$ cat src/rtl/smb_alert_pkg.sv
package smb_alert_pkg;
  localparam logic [7:0] ARA_READ_BYTE = 8'b0001_1001;

  typedef enum logic [2:0] {
    RS_IDLE = 3'd0,
    RS_ADDR = 3'd1,
    RS_ACK  = 3'd2,
    RS_TX   = 3'd3,
    RS_MACK = 3'd4,
    RS_SKIP = 3'd5
  } resp_state_t;
endpackage

$ cat src/rtl/smb_sync.sv
module smb_sync #(
  parameter int STAGES = 2,
  parameter int WIDTH  = 2
) (
  input  logic             clk,
  input  logic             rst_n,
  input  logic [WIDTH-1:0] d_i,
  output logic [WIDTH-1:0] q_o
);
  logic [WIDTH-1:0] chain [STAGES];

  generate
    for (genvar s = 0; s < STAGES; s++) begin : g_stage
      if (s == 0) begin : g_first
        always_ff @(posedge clk or negedge rst_n) begin
          if (!rst_n) chain[0] <= '1;
          else        chain[0] <= d_i;
        end
      end else begin : g_next
        always_ff @(posedge clk or negedge rst_n) begin
          if (!rst_n) chain[s] <= '1;
          else        chain[s] <= chain[s-1];
        end
      end
    end
  endgenerate

  assign q_o = chain[STAGES-1];
endmodule

$ cat src/rtl/smb_bus_cond.sv
module smb_bus_cond (
  input  logic clk,
  input  logic rst_n,
  input  logic scl_s,
  input  logic sda_s,
  output logic scl_rise_o,
  output logic scl_fall_o,
  output logic start_o,
  output logic stop_o
);
  logic scl_q, sda_q;

  always_ff @(posedge clk or negedge rst_n) begin
    if (!rst_n) begin
      scl_q <= 1'b1;
      sda_q <= 1'b1;
    end else begin
      scl_q <= scl_s;
      sda_q <= sda_s;
    end
  end

  assign scl_rise_o = scl_s & ~scl_q;
  assign scl_fall_o = ~scl_s & scl_q;
  assign start_o    = scl_s & scl_q & sda_q & ~sda_s;
  assign stop_o     = scl_s & scl_q & ~sda_q & sda_s;
endmodule

$ cat src/rtl/smb_ara_fsm.sv
module smb_ara_fsm
  import smb_alert_pkg::*;
#(
  parameter logic [6:0] OWN_ADDR = 7'h5A
) (
  input  logic clk,
  input  logic rst_n,
  input  logic sda_s,
  input  logic scl_rise,
  input  logic scl_fall,
  input  logic start_c,
  input  logic stop_c,
  input  logic alert_on,
  output logic sda_drv_o,
  output logic win_o,
  output logic lost_o,
  output logic idle_o
);
  localparam int CNT_W   = 4;
  localparam int LAST_AB = 7;

  resp_state_t      st_q, st_n;
  logic [CNT_W-1:0] cnt_q, cnt_n;
  logic [7:0]       sh_q, sh_n;
  logic             drv_q, drv_n;
  logic             lost_q, lost_n;
  logic             win_q, win_n;
  logic [2:0]       bit_idx;

  assign bit_idx = 3'd6 - cnt_q[2:0];

  always_comb begin
    st_n   = st_q;
    cnt_n  = cnt_q;
    sh_n   = sh_q;
    drv_n  = drv_q;
    lost_n = lost_q;
    win_n  = 1'b0;
    if (stop_c) begin
      st_n  = RS_IDLE;
      drv_n = 1'b0;
    end else if (start_c) begin
      st_n   = RS_ADDR;
      cnt_n  = '0;
      sh_n   = '0;
      drv_n  = 1'b0;
      lost_n = 1'b0;
    end else begin
      case (st_q)
        RS_ADDR: begin
          if (scl_rise) begin
            sh_n  = {sh_q[6:0], sda_s};
            cnt_n = cnt_q + 1'b1;
          end else if (scl_fall && cnt_q == CNT_W'(8)) begin
            if (sh_q == ARA_READ_BYTE && alert_on) begin
              st_n  = RS_ACK;
              drv_n = 1'b1;
            end else begin
              st_n = RS_SKIP;
            end
          end
        end
        RS_ACK: begin
          if (scl_fall) begin
            st_n   = RS_TX;
            cnt_n  = '0;
            lost_n = 1'b0;
            drv_n  = ~OWN_ADDR[6];
          end
        end
        RS_TX: begin
          if (scl_rise) begin
            if (!drv_q && !sda_s && cnt_q < CNT_W'(LAST_AB)) lost_n = 1'b1;
            cnt_n = cnt_q + 1'b1;
          end else if (scl_fall) begin
            if (cnt_q == CNT_W'(8)) begin
              st_n  = RS_MACK;
              drv_n = 1'b0;
              win_n = ~lost_q;
            end else if (cnt_q < CNT_W'(LAST_AB)) begin
              drv_n = ~lost_q & ~OWN_ADDR[bit_idx];
            end else begin
              drv_n = 1'b0;
            end
          end
        end
        RS_MACK: begin
          if (scl_fall) st_n = RS_SKIP;
        end
        default: ;
      endcase
    end
  end

  always_ff @(posedge clk or negedge rst_n) begin
    if (!rst_n) begin
      st_q   <= RS_IDLE;
      cnt_q  <= '0;
      sh_q   <= '0;
      drv_q  <= 1'b0;
      lost_q <= 1'b0;
      win_q  <= 1'b0;
    end else begin
      st_q   <= st_n;
      cnt_q  <= cnt_n;
      sh_q   <= sh_n;
      drv_q  <= drv_n;
      lost_q <= lost_n;
      win_q  <= win_n;
    end
  end

  assign sda_drv_o = drv_q;
  assign win_o     = win_q;
  assign lost_o    = lost_q;
  assign idle_o    = (st_q == RS_IDLE);
endmodule

$ cat src/rtl/smb_alert_resp.sv
module smb_alert_resp #(
  parameter logic [6:0] OWN_ADDR    = 7'h5A,
  parameter int         SYNC_STAGES = 2
) (
  input  logic clk,
  input  logic rst_n,
  input  logic scl_i,
  input  logic sda_i,
  output logic sda_pd_o,
  output logic alert_pd_o,
  input  logic event_req_i,
  input  logic mode_alert_i,
  input  logic out_sel_i,
  input  logic logic_val_i,
  input  logic gp_val_i,
  input  logic dis_wr_i,
  input  logic dis_wdata_i
);
  logic [1:0] bus_s;
  logic       scl_s, sda_s;
  logic       scl_rise, scl_fall, start_c, stop_c;
  logic       dis_bit, dis_bit_n;
  logic       alert_on;
  logic       ara_win, lost_w, idle_w;
  logic       pin_pd_n, pin_pd_q;

  smb_sync #(.STAGES(SYNC_STAGES), .WIDTH(2)) u_sync (
    .clk(clk), .rst_n(rst_n), .d_i({scl_i, sda_i}), .q_o(bus_s)
  );
  assign scl_s = bus_s[1];
  assign sda_s = bus_s[0];

  smb_bus_cond u_cond (
    .clk(clk), .rst_n(rst_n), .scl_s(scl_s), .sda_s(sda_s),
    .scl_rise_o(scl_rise), .scl_fall_o(scl_fall),
    .start_o(start_c), .stop_o(stop_c)
  );

  assign alert_on = mode_alert_i & ~dis_bit & event_req_i;

  smb_ara_fsm #(.OWN_ADDR(OWN_ADDR)) u_fsm (
    .clk(clk), .rst_n(rst_n), .sda_s(sda_s),
    .scl_rise(scl_rise), .scl_fall(scl_fall),
    .start_c(start_c), .stop_c(stop_c), .alert_on(alert_on),
    .sda_drv_o(sda_pd_o), .win_o(ara_win), .lost_o(lost_w), .idle_o(idle_w)
  );

  always_comb begin
    dis_bit_n = dis_bit;
    if (ara_win)       dis_bit_n = 1'b1;
    else if (dis_wr_i) dis_bit_n = dis_wdata_i;
  end

  always_comb begin
    if (mode_alert_i) pin_pd_n = alert_on;
    else              pin_pd_n = ~(out_sel_i ? gp_val_i : logic_val_i);
  end

  always_ff @(posedge clk or negedge rst_n) begin
    if (!rst_n) begin
      dis_bit  <= 1'b1;
      pin_pd_q <= 1'b0;
    end else begin
      dis_bit  <= dis_bit_n;
      pin_pd_q <= pin_pd_n;
    end
  end

  assign alert_pd_o = pin_pd_q;
endmodule

$ cat config.mk
export PLATFORM = sky130hd
export DESIGN_NAME = smb_alert_resp
export DESIGN_NICKNAME = d
export VERILOG_FILES = /design/src/rtl/smb_alert_pkg.sv /design/src/rtl/smb_sync.sv /design/src/rtl/smb_bus_cond.sv /design/src/rtl/smb_ara_fsm.sv /design/src/rtl/smb_alert_resp.sv
export SDC_FILE = /design/constraint.sdc
export NUM_CORES = 1
export LEC_CHECK = 0
export BUFFER_PORTS_ARGS = -buffer_cell sky130_fd_sc_hd__buf_2
export CORE_UTILIZATION = 25
export CTS_BUF_LIST = sky130_fd_sc_hd__clkbuf_2 sky130_fd_sc_hd__clkbuf_4 sky130_fd_sc_hd__clkbuf_8
export DETAILED_ROUTE_END_ITERATION = 10
export HOLD_SLACK_MARGIN = 0.03
export PLACE_DENSITY = 0.45
export SLEW_MARGIN = 15
export SYNTH_ARGS = -nofsm -noshare
export SYNTH_HDL_FRONTEND = slang
export SYNTH_SLANG_ARGS = --single-unit
$ cat constraint.sdc
create_clock -name clk -period 4.8 [get_ports clk]
set_input_delay 0 -clock clk [delete_from_list [all_inputs] [get_ports clk]]
set_output_delay 0 -clock clk [all_outputs]
set_load 0.03 [all_outputs]
Word-level counts from Yosys, hierarchy flattened
Memory sizes are Yosys's and may differ from the RTL's.
Index checks and enable logic that the tools add are counted.
W data, S select, Z words.
{"block": "word_totals", "n_memories": 1, "output_inout_bits": 2, "rom_bits": 8, "reg_bits": 26, "word_cells": 117, "in_bits": 11}
{"memory": "(name not given)", "depth": 8, "width": 1, "rd": 1, "rd_clocked_by_memory_dff": 0, "write_ports": 0, "line_no": "smb_ara_fsm.sv:81", "rtl": "drv_n = ~lost_q & ~OWN_ADDR[bit_idx];"}
{"block": "op_classes", "muxes": 44, "n_reduce_logical": 19, "bitwise_logic": 19, "n_eq_ne": 18, "n_addsub": 2, "magnitude_cmp": 2}
{"op": "$mux W3", "n": 10}
{"op": "$mux W1", "n": 24}
{"op": "$mux W8", "n": 3}
{"op": "$ne A4 B3 Y1 const B", "n": 6}
{"op": "$mux W4", "n": 3}
{"op": "$pmux W3 S4", "n": 1}
{"op": "$and A1 B1 Y1", "n": 10}
{"op": "$not A1 Y1", "n": 9}
{"op": "$eq A8 B5 Y1 const B", "n": 1}
{"op": "$ne A4 B4 Y1 const B", "n": 2}
{"op": "$pmux W4 S2", "n": 1}
{"op": "$reduce_and A8 Y1", "n": 1}
{"op": "$reduce_and A7 Y1", "n": 1}
{"op": "$eq A3 B2 Y1 const B", "n": 2}
{"op": "$ne A3 B2 Y1 const B", "n": 2}
{"op": "$reduce_bool A2 Y1", "n": 3}
{"op": "$reduce_bool A3 Y1", "n": 2}
{"op": "$reduce_bool A6 Y1", "n": 1}
{"op": "$reduce_and A5 Y1", "n": 1}
{"op": "$reduce_bool A5 Y1", "n": 1}
{"op": "$add A4 B1 Y4 const B", "n": 1}
{"op": "$eq A4 B4 Y1 const B", "n": 1}
{"op": "$logic_and A1 B1 Y1", "n": 4}
{"op": "$lt A3 B4 Y1 const B", "n": 1}
{"op": "12 further kinds", "n": 13}

Longest topological paths before layout
Gate-level depths: netlist of the first run.
{"block": "depth", "depth_word": 12, "ltp_mapped": 7, "ltp_nobuf": 7}

By module
From an unflattened synthesis of the first run, not the netlist that was laid out.
{"block": "hier_totals", "hier_cells": 129, "area_unflattened_um2": 1415.1}
{"module": "smb_ara_fsm", "area_each_um2": 1112.3, "seq_area_each_um2": 450.4, "cells_per_inst": 110, "n_inst": 1}
{"module": "smb_sync", "area_each_um2": 120.1, "seq_area_each_um2": 105.1, "cells_per_inst": 6, "n_inst": 1}
{"module": "smb_alert_resp", "area_each_um2": 97.6, "seq_area_each_um2": 51.3, "cells_per_inst": 7, "n_inst": 1}
{"module": "smb_bus_cond", "area_each_um2": 85.1, "seq_area_each_um2": 52.6, "cells_per_inst": 6, "n_inst": 1}

Worst setup path before layout of the first run
Ideal clock, no wire load.
{"block": "synth_timing", "path_type": "reg2reg", "start": "register u_fsm.sh_q[5]", "end": "register u_fsm.drv_q (netlist: u_fsm.sda_drv_o)", "setup_ns": 0.131, "synth_period_minus_slack_ns": 1.611, "setup_slack_ns": 3.189, "stages_incl_launch_ff": 6, "t_required_ns": 4.669, "arrival_ns": 1.480, "path_cell_list": "dfrtp_1 -> or4b_4 -> nor3_4 -> a211oi_1 -> o2bb2a_1 -> o31ai_1"}
{"block": "synth_via", "elab_chain_cells": 4}
{"item": "start: declaration", "line_no": "smb_ara_fsm.sv:24", "rtl": "logic [7:0] sh_q, sh_n;"}
{"item": "start signal: assignment", "line_no": "smb_ara_fsm.sv:106", "rtl": "sh_q <= sh_n;"}
{"item": "$eq A8 B5 Y1", "line_no": "smb_ara_fsm.sv:55", "rtl": "if (sh_q == ARA_READ_BYTE && alert_on) begin"}
{"item": "$logic_and A1 B1 Y1", "line_no": "smb_ara_fsm.sv:55"}
{"item": "$ne A4 B3 Y1 (no source line)"}
{"item": "$reduce_and A7 Y1 (no source line)"}
{"item": "end signal: assignment", "line_no": "smb_ara_fsm.sv:107", "rtl": "drv_q <= drv_n;"}
{"item": "end: declaration", "line_no": "smb_ara_fsm.sv:25", "rtl": "logic drv_q, drv_n;"}
No other way between the ends.
A chain may end at the register's enable or synchronous reset.

Final worst setup path of the first run
{"block": "layout_timing", "start": "register u_fsm.st_q[0]", "end": "register u_fsm.sh_q[6]"}
{"block": "layout_via", "elab_chain_cells": 3}
{"item": "start: declaration", "line_no": "smb_ara_fsm.sv:22", "rtl": "resp_state_t st_q, st_n;"}
{"item": "start signal: assignment", "line_no": "smb_ara_fsm.sv:104", "rtl": "st_q <= st_n;"}
{"item": "$eq A3 B1 Y1", "line_no": "smb_ara_fsm.sv:49", "rtl": "case (st_q)"}
{"item": "$reduce_bool A2 Y1 (no source line)"}
{"item": "$reduce_and A3 Y1 (no source line)"}
No other way between the ends.

==> results of run 1 <==
-- final cells by class --
class,count,area [sq um]
inverter,6,22.52
clock inverter,1,30.03
sequential,26,659.4
timing repair buffer,19,130.1
clock buffer,3,41.29
fill,526,3517
multi-input combinational,88,619.3
tap,70,87.58
-- timing repair --
action	in CTS	in global routing
hold buffers	7	0
setup endpoints to repair	0	0
endpoints found under the hold margin	23	0
-- worst register-to-register path: cells and delay by family (launching register included) --
family	cells	cell delay, ns
and+or+nand+nor	4	1.01
AOI/OAI and AO/OA	1	0.25
DFF	1	0.55
-- kinds of logic (layout without fill, tap and decap cells) --
logic type | Yosys count | after routing | synth area share (%)
AOI/OAI and AO/OA | 34 | 34 | 18.94
xor gates and xnor gates | 2 | 2 | 1.326
adders and majority gates | 3 | 3 | 2.841
buffers and inverters | 10 | 29 | 3.220
DFF | 26 | 26 | 49.91
muxes | 3 | 3 | 2.462
and+or+nand+nor | 46 | 46 | 21.31
-- flip-flops by register name, indices dropped and copies added (netlist names) --
register         flops
alert_pd_o           1
dis_bit              1
u_cond.scl_q         1
u_cond.sda_q         1
u_fsm.cnt_q          4
u_fsm.lost_o         1
u_fsm.sda_drv_o      1
u_fsm.sh_q           8
u_fsm.st_q           3
u_fsm.win_o          1
u_sync.chain         2
u_sync.q_o           2
-- synthesized netlist by cell type, drive strengths merged (2+ instances only) --
master	n
dfrtp	19
nand2	13
a22o	9
dfstp	7
nor2	7
o21ai	7
inv	6
a21oi	5
nor2b	5
buf	4
nand3	4
nor3	4
a211oi	3
ha	3
mux2	2
nand3b	2
o32ai	2
-- cells in the final DEF, fill, tap and decap left out, drive strengths merged, types with 2 or more instances in the layout --
cell type,count
dfrtp,19
dlygate4sd3,7
o21ai,7
a211oi,3
ha,3
clkbuf,3
a22o,9
buf,12
nor3,4
nand3b,2
nand3,4
mux2,2
o32ai,2
dfstp,7
inv,6
nor2,7
nand2,13
a21oi,5
nor2b,5
-- metrics by stage --
stage	hold WS [ns]	instances
2_1_floorplan	-0.2956	124
3_3_place_gp	0.02684	202
3_5_place_dp	0.04533	202
4_1_cts	0.2722	213
5_1_grt	0.3190	213
6_report	0.2459	213
-- power groups by stage --
stage               clock network (mW)  registers (mW)  logic (mW)
detailed placement                   0           0.306       0.132
floorplan                            0           0.287       0.116
CTS                              0.191           0.302       0.138
finish                           0.184           0.302       0.136
global route                     0.199           0.310       0.155
global placement                     0           0.306       0.130
-- how the worst max path moves through the flow --
stage                     cells past startpoint           from               to  slack, ns
final                                         5  u_fsm.st_q[0]    u_fsm.sh_q[6]       2.90
after floorplan                               5  u_fsm.sh_q[5]  u_fsm.sda_drv_o       3.19
after global placement                        5  u_sync.q_o[1]    u_fsm.sh_q[5]       2.95
after CTS                                     5  u_fsm.st_q[0]    u_fsm.sh_q[6]       2.94
after global routing                          5  u_fsm.st_q[0]    u_fsm.sh_q[5]       2.78
after detailed placement                      5  u_fsm.st_q[0]    u_fsm.sh_q[6]       2.95
-- per-layer routing --
metal | up-vias | routed length [um]
li1 | 485 | -
met1 | 494 | 1296
met2 | 13 | 1291
met3 | 7 | 59
met4 | 0 | 63
met5 | - | 0
==> flow_summary.toml, run 1 <==
[logic_synthesis]
synth_area_per_cell_sq_um = 10.66
synth_seq_cells = 26
synth_edf_count = 0
synth_top_area_share_pct = 35.98
yosysTopAreaCell = "dfrtp_1"
ys_types = 48
netlist_area_sq_um = 1321
synth_top_flop_cell = "dfrtp_1"
async_flop_share_pct = 100.0
synthTopCellsByArea = "dfrtp_1 36%, dfstp_2 14%, a22o_1 4.6%, nand2_1 3.7%, ha_1 2.8%"
ys_seq_area_share_pct = 49.91
syn-num-nets = 138
syn_inst = 124
ys_warn_count = 0

[sta]
fin_ws_ns = 2.900
finalSetupViolCount = 0
max-slew-margin-rel_pct = 60.95
finalSetupTns_ns = 0
slew_viol_final = 0
finClkSkew_ns = 0.005519
min_period_ns = 1.900
tightest_slew_ns = 0.5857
rsz0062_at_grt = "false"
final_hold_viol_count = 0
fin_crit_sh_pct = 39.58
fmax_mhz = 526.4

[clock_tree]
postCtsSetupBuffers = 0
cts_buffers = 3
clk_pin_slew_ns = 0.10
cts_resized = 0
cts_max_path_buffers = 2
clock-root-buffer = "clkbuf_8"
htree_levels = 1
clkLatencyLatePin_ns = 0.27
clock-sinks = 26
cts_tree = "done"

[final_layout]
fin_area_sq_um = 1590
utilization_pct = 31.14
diodes = 0
nets = 158
drive_above_1_share_pct = 25.17
syn2layout_area_growth_pct = 20.36

[grt]
grt_max_degree = 27
track_usage_pct = 11.29
gr-total-overflow = 0
antenna_found_initial = 0
use_met3_pct = 3.213
grt_use_met2_pct = 18.52
grt_pass1_vias = 1066
grt_use_met1_pct = 13.55
grt_pass1_wl_um = 4712
top_usage_layer = "met2"

[setup_path]
cpLargestDelayFamily = "simple AND/OR/NAND/NOR gates"
reg2reg_slack_ns = 2.90
crit_path_end_kind = "flop"
crit_fanout = 12
worstSetupPathType = "reg2reg"
slowest_stage = "dfrtp_1"
startpoint_type = "flop"
rr_endpoint = "u_fsm.sh_q[6]"
cp_cell_sequence = "nor2b_2 -> nand2_1 -> nor2_2 -> nor2_1 -> a22o_2"
r2r_start = "u_fsm.st_q[0]"
max_stage_delay_ns = 0.55
path_buf_inv = 0
reg2reg_depth = 5
crit_required_ns = 4.97
cp_data_arrival_time_ns = 2.07

[die]
ios = 13
fp.dieArea_sq_um = 5580
core_area_sq_um = 5107
dieHeight_um = 74.70
die_w_um = 74.70
placementRows = 26
start_util_pct = 25.87

[pwr]
seqPwrFrac_pct = 48.5
internal_power_mw = 0.4396
ir_drop_v = 0.0001650
switching_share_pct = 29.45
pwr-share-clk_pct = 29.6
switchingPower_mw = 0.1835
finalPower_mw = 0.6230
p_leak_nw = 0.6821
combPwrFrac_pct = 21.9
power_density_nw_per_um2 = 391.8

[place]
dpl_worst_slack_ns = 2.947
gp_congestion = 0.7710
port_buffers = 12
placed_area_sq_um = 1449
hpwl_um = 1892

[routing]
drtAntennaViolNets = 0
wl_um = 2711
route.detailed.drc = 0
viasPerCell = 4.690
wire_per_inst_um = 12.73
initialDrtViolationCount = 48
dr.pass1.iters = 4
num_vias = 999

[worst_hold_path]
hold_class = "in2async"

[run_status]
status = "finished clean"

[job]
drv_cap = 0
Note: power is estimated with default switching activity, not from simulation.
==> run 2: changes to the inputs <==
--- a/config.mk
+++ b/config.mk
@@ -10,7 +10,7 @@
 export CTS_BUF_LIST = sky130_fd_sc_hd__clkbuf_2 sky130_fd_sc_hd__clkbuf_4 sky130_fd_sc_hd__clkbuf_8
 export DETAILED_ROUTE_END_ITERATION = 10
 export HOLD_SLACK_MARGIN = 0.03
-export PLACE_DENSITY = 0.45
+export PLACE_DENSITY = 0.47
 export SLEW_MARGIN = 15
 export SYNTH_ARGS = -nofsm -noshare
 export SYNTH_HDL_FRONTEND = slang
==> constraint.sdc (replaced) <==
create_clock -name clk -period 1.7 [get_ports clk]
set_input_delay 0 -clock clk [delete_from_list [all_inputs] [get_ports clk]]
set_output_delay 0 -clock clk [all_outputs]
set_load 0.03 [all_outputs]
==> run 2 against run 1 <==
- sequential power rose to 2.7 times the previous value
- combinational power rose to 4.0 times the previous value
- critical path depth is the same
- non-clock buffer count grew 15
- worst setup slack lost 2.9 ns
==> flow_summary.toml, run 2 (synthesis gave the netlist of run 1 again) <==
[setup_path]
crit_required_ns = 1.85
worstSetupPathType = "reg2reg"
crit_fanout = 4
cp_data_arrival_time_ns = 1.84
startpoint_type = "flop"
crit_path_end_kind = "flop"

[routing]
route.detailed.drc = 0
wl_um = 2832
drtAntennaViolNets = 0
wire_per_inst_um = 12.42
dr.pass1.iters = 4
viasPerCell = 4.618
num_vias = 1053
initialDrtViolationCount = 73

[final_layout]
multi_input_comb_area_sq_um = 638.1
layout_commonest_cell = "dfrtp_1"
ff_latch_area_sq_um = 659.4
fill_cells = 538
nets = 173
regMostFlops = "u_fsm.sh_q"
fin_area_sq_um = 1722
largest_reg_flops = 8
reg.largest.list = "u_fsm.sh_q (8), u_fsm.cnt_q (4), u_fsm.st_q (3)"
syn2layout_area_growth_pct = 30.30
final_cell_mix = "19 x dfrtp_1, 15 x buf_4, 13 x nand2_1"
drive_above_1_share_pct = 34.18
diodes = 0

[grt]
track_usage_pct = 11.36
gr-total-overflow = 0
grt_max_degree = 27
grt_pass1_wl_um = 4899
use_met3_pct = 1.606
top_usage_layer = "met2"
grt_pass1_vias = 1069
grt_use_met1_pct = 15.08
antenna_found_initial = 0
grt_use_met2_pct = 19.02

[clock_tree]
cts_tree = "done"
clock-sinks = 26
cts_max_path_buffers = 2
clkLatencyLatePin_ns = 0.27
clk_pin_slew_ns = 0.10
htree_levels = 1
clock-root-buffer = "clkbuf_8"
cts_buffers = 3

[sta]
finalSetupTns_ns = 0
finClkSkew_ns = 0.006945
fmax_mhz = 594.2
max-slew-margin-rel_pct = 60.69
rsz0062_at_grt = "true"
holdWs_ns = 0.2569
tightest_slew_ns = 0.5896
finalSetupViolCount = 0
final_hold_viol_count = 0
fin_crit_sh_pct = 99.00
slew_viol_final = 0
min_period_ns = 1.683

[job]
drv_cap = 0

[pwr]
ir_drop_v = 0.0003671
power_density_nw_per_um2 = 1081
p_leak_nw = 0.7598
finalPower_mw = 1.862

[die]
dieHeight_um = 74.70
start_util_pct = 25.87
core_area_sq_um = 5107
fp.dieArea_sq_um = 5580
placementRows = 26
ios = 13
die_w_um = 74.70

[run_status]
status = "finished clean"

[place]
port_buffers = 12
placed_area_sq_um = 1546
hpwl_um = 2013
gp_congestion = 0.8431

[worst_hold_path]
hold_class = "in2async"
[run 2: through the flow]
stage               std cells  setup slack, ns  util [%]
floorplan                 124          0.08891         -
global placement          215          0.04081     30.28
detailed placement        215         0.003837     30.28
CTS                       228          0.01810     33.71
global route              228         -0.06553     33.71
finish                    228          0.01698     33.71
[run 2: where the power goes]
part	internal [mW]	switching, mW
Clock	0.315	0.196
Sequential	0.727	0.0747
Combinational	0.283	0.266
Total	1.33	0.537
[run 2: what timing repair did]
item                                    in CTS  in global routing
hold buffers                                 7                  0
hold endpoints to repair                    23                  0
pin swaps                                    3                  1
resized for setup                            4                  0
endpoints found under the setup margin       1                  4
cloned                                       0                  0
buffers inserted                             2                  0
[run 2: path summary, 6_finish.rpt]
check                                 from         endpoint  slack, ns  cells after the start
max                          u_fsm.sh_q[5]  u_fsm.sda_drv_o       0.02                      5
min                                  rst_n  u_fsm.sda_drv_o       0.26                      2
max reg2reg                  u_fsm.sh_q[5]  u_fsm.sda_drv_o       0.02                      5
min reg2reg                u_sync.chain[2]    u_sync.q_o[0]       0.36                      0
max in group asynchronous            rst_n     u_cond.sda_q       1.05                      2
min in group clk               event_req_i    u_fsm.st_q[2]       0.35                      6
[run 2: area by class of cell]
type / count / area share [%]
clock inverter: 1 / 1.744
inverter: 6 / 1.308
multi-input combinational: 88 / 37.06
sequential: 26 / 38.30
timing repair buffer: 34 / 14.10
tap: 70 / 5.087
clock buffer: 3 / 2.398
[run 2: layer usage]
| metal | share of wire, % | vias to the layer above |
|---|---|---|
| li1 | - | 518 |
| met1 | 46 | 514 |
| met2 | 50 | 19 |
| met3 | 2.9 | 2 |
| met4 | 0.88 | 0 |
| met5 | 0 | - |
[run 2: critical path, stage by stage (launching register included)]
cell and delay, ns:
dfrtp_1 0.39, or4b_4 0.55, nor3_4 0.24, a211oi_2 0.12, o2bb2a_4 0.20, o31ai_1 0.06
==> run 3: changes to the inputs <==
--- a/config.mk
+++ b/config.mk
@@ -6,11 +6,11 @@
 export NUM_CORES = 1
 export LEC_CHECK = 0
 export BUFFER_PORTS_ARGS = -buffer_cell sky130_fd_sc_hd__buf_2
-export CORE_UTILIZATION = 25
-export CTS_BUF_LIST = sky130_fd_sc_hd__clkbuf_2 sky130_fd_sc_hd__clkbuf_4 sky130_fd_sc_hd__clkbuf_8
+export CORE_UTILIZATION = 51
+export CTS_BUF_LIST = sky130_fd_sc_hd__clkbuf_16
 export DETAILED_ROUTE_END_ITERATION = 10
 export HOLD_SLACK_MARGIN = 0.03
-export PLACE_DENSITY = 0.47
+export PLACE_DENSITY = 0.78
 export SLEW_MARGIN = 15
 export SYNTH_ARGS = -nofsm -noshare
 export SYNTH_HDL_FRONTEND = slang
==> run 3 against run 2 <==
- the flow now finishes with violations (setup timing)
- cell area is 4.4% lower
- total power is 0.71% lower
- via count is 6.7% higher
- critical path type unchanged
- critical endpoint unchanged
- highest routed layer unchanged
==> flow_summary.toml, run 3 (synthesis gave the netlist of run 1 again) <==
[pwr]
ir_drop_v = 0.0008845
finalPower_mw = 1.849
p_leak_nw = 0.7523
power_density_nw_per_um2 = 1123

[routing]
viasPerCell = 6.043
drtAntennaViolNets = 0
wire_per_inst_um = 15.66
initialDrtViolationCount = 35
route.detailed.drc = 0
num_vias = 1124
wl_um = 2912
dr.pass1.iters = 4

[grt]
antenna_found_initial = 0
track_usage_pct = 23.35
grt_pass1_wl_um = 4692
grt_pass1_vias = 1084
grt_max_degree = 27
gr-total-overflow = 0

[setup_path]
crit_fanout = 4
max_stage_delay_ns = 0.55
worstSetupPathType = "reg2reg"
crit_path_end_kind = "flop"
cpLargestDelayFamily = "simple AND/OR/NAND/NOR gates"
path_buf_inv = 0
crit_required_ns = 1.83
cp_cell_sequence = "or4b_4 -> nor3_4 -> a211oi_1 -> o2bb2a_1 -> o31ai_1"
cp_data_arrival_time_ns = 1.86
slowest_stage = "or4b_4"
startpoint_type = "flop"

[clock_tree]
htree_levels = 1
cts_max_path_buffers = 2
cts_buffers = 3
clkLatencyLatePin_ns = 0.26
cts_tree = "done"
clock-sinks = 26
clk_pin_slew_ns = 0.06
clock-root-buffer = "clkbuf_16"
postCtsSetupBuffers = 0

[sta]
fin_crit_sh_pct = 101.9
slew_viol_final = 0
fmax_mhz = 577.4
min_period_ns = 1.732
max-slew-margin-rel_pct = 62.42
finalSetupViolCount = 2
fin_ws_ns = -0.03184
rsz0062_at_grt = "true"
finClkSkew_ns = 0.004579
holdWs_ns = 0.04714
final_hold_viol_count = 0
tightest_slew_ns = 0.5637

[place]
port_buffers = 12
gp_congestion = 0.8708
dpl_worst_slack_ns = 0.008349
hpwl_um = 2025

[job]
drv_cap = 0

[run_status]
violations = "setup timing"
status = "complete, but fails checks"

[die]
core_area_sq_um = 2455
fp.dieArea_sq_um = 2798
dieHeight_um = 52.90
die_w_um = 52.90
start_util_pct = 53.82
ios = 13
placementRows = 18

[final_layout]
fill_cells = 187
syn2layout_area_growth_pct = 24.62
diodes = 0
reg.largest.list = "u_fsm.sh_q (8), u_fsm.cnt_q (4), u_fsm.st_q (3)"
largest_reg_flops = 8
layout_commonest_cell = "dfrtp_1"
regMostFlops = "u_fsm.sh_q"
nets = 171
final_cell_mix = "18 x dfrtp_1, 14 x buf_4, 13 x nand2_1"
multi_input_comb_area_sq_um = 621.8
ff_latch_area_sq_um = 660.6
utilization_pct = 67.07
drive_above_1_share_pct = 32.69

[worst_hold_path]
hold_class = "in2reg"
[run 3: changes by cell type in the layout (fill, tap and decap cells not counted), sizes merged]
cell / delta
buf: -1
inv: +1
dlygate4sd3: -1
bufinv: -1
[run 3: cell type report]
class / instances / area share, %
sequential: 26 / 40.12
clock buffer: 3 / 4.559
clock inverter: 1 / 0.2280
timing repair buffer: 32 / 13.68
multi-input combinational: 88 / 37.77
inverter: 6 / 1.368
tap: 30 / 2.280
[run 3: layer usage]
| layer | routed length (um) | global-route usage (%) | vias to the layer above |
|---|---|---|---|
| met5 | 0 | 0 | - |
| met4 | 23 | 9.649 | 0 |
| met3 | 102 | 2.874 | 4 |
| met2 | 1507 | 41.77 | 33 |
| met1 | 1278 | 27.94 | 571 |
| li1 | - | - | 516 |
[run 3: timing repair]
item | 4_1_cts | 5_1_grt
gates resized for setup | 0 | 2
setup endpoints to repair | 1 | 4
pin swaps | 0 | 1
gates cloned | 0 | 0
endpoints found under the hold margin | 23 | 0
hold buffers | 6 | 0
[run 3: where the power goes]
part | switching (mW) | internal (mW) | total [mW]
Clock | 0.199 | 0.314 | 0.514
Combinational | 0.260 | 0.262 | 0.521
Sequential | 0.0838 | 0.730 | 0.814
Total | 0.543 | 1.31 | 1.85
[run 3: path summary, 6_finish.rpt]
kind	start	end	slack [ns]	cells past startpoint
max	u_fsm.sh_q[5]	u_fsm.sda_drv_o	-0.03	5
min	logic_val_i	alert_pd_o	0.05	3
max reg2reg	u_fsm.sh_q[5]	u_fsm.sda_drv_o	-0.03	5
min reg2reg	u_sync.chain[3]	u_sync.q_o[1]	0.36	0
max in group asynchronous	rst_n	u_fsm.st_q[2]	1.04	2
min in group asynchronous	rst_n	u_fsm.st_q[1]	0.26	2
[run 3: tightest hold or removal path: cells and delay by family]
kind	cells	cell delay, ns
buf+inv	1	0.07
compound gates	1	0.07
mux	1	0.12
[run 3: metrics by stage]
stage	setup TNS (ns)	cell area, sq um	std cells
detailed placement	0	1504	176
global placement	0	1504	176
finish	-0.03750	1647	186
global route	-0.1910	1647	186
CTS	-0.01085	1643	186
floorplan	0	1321	124
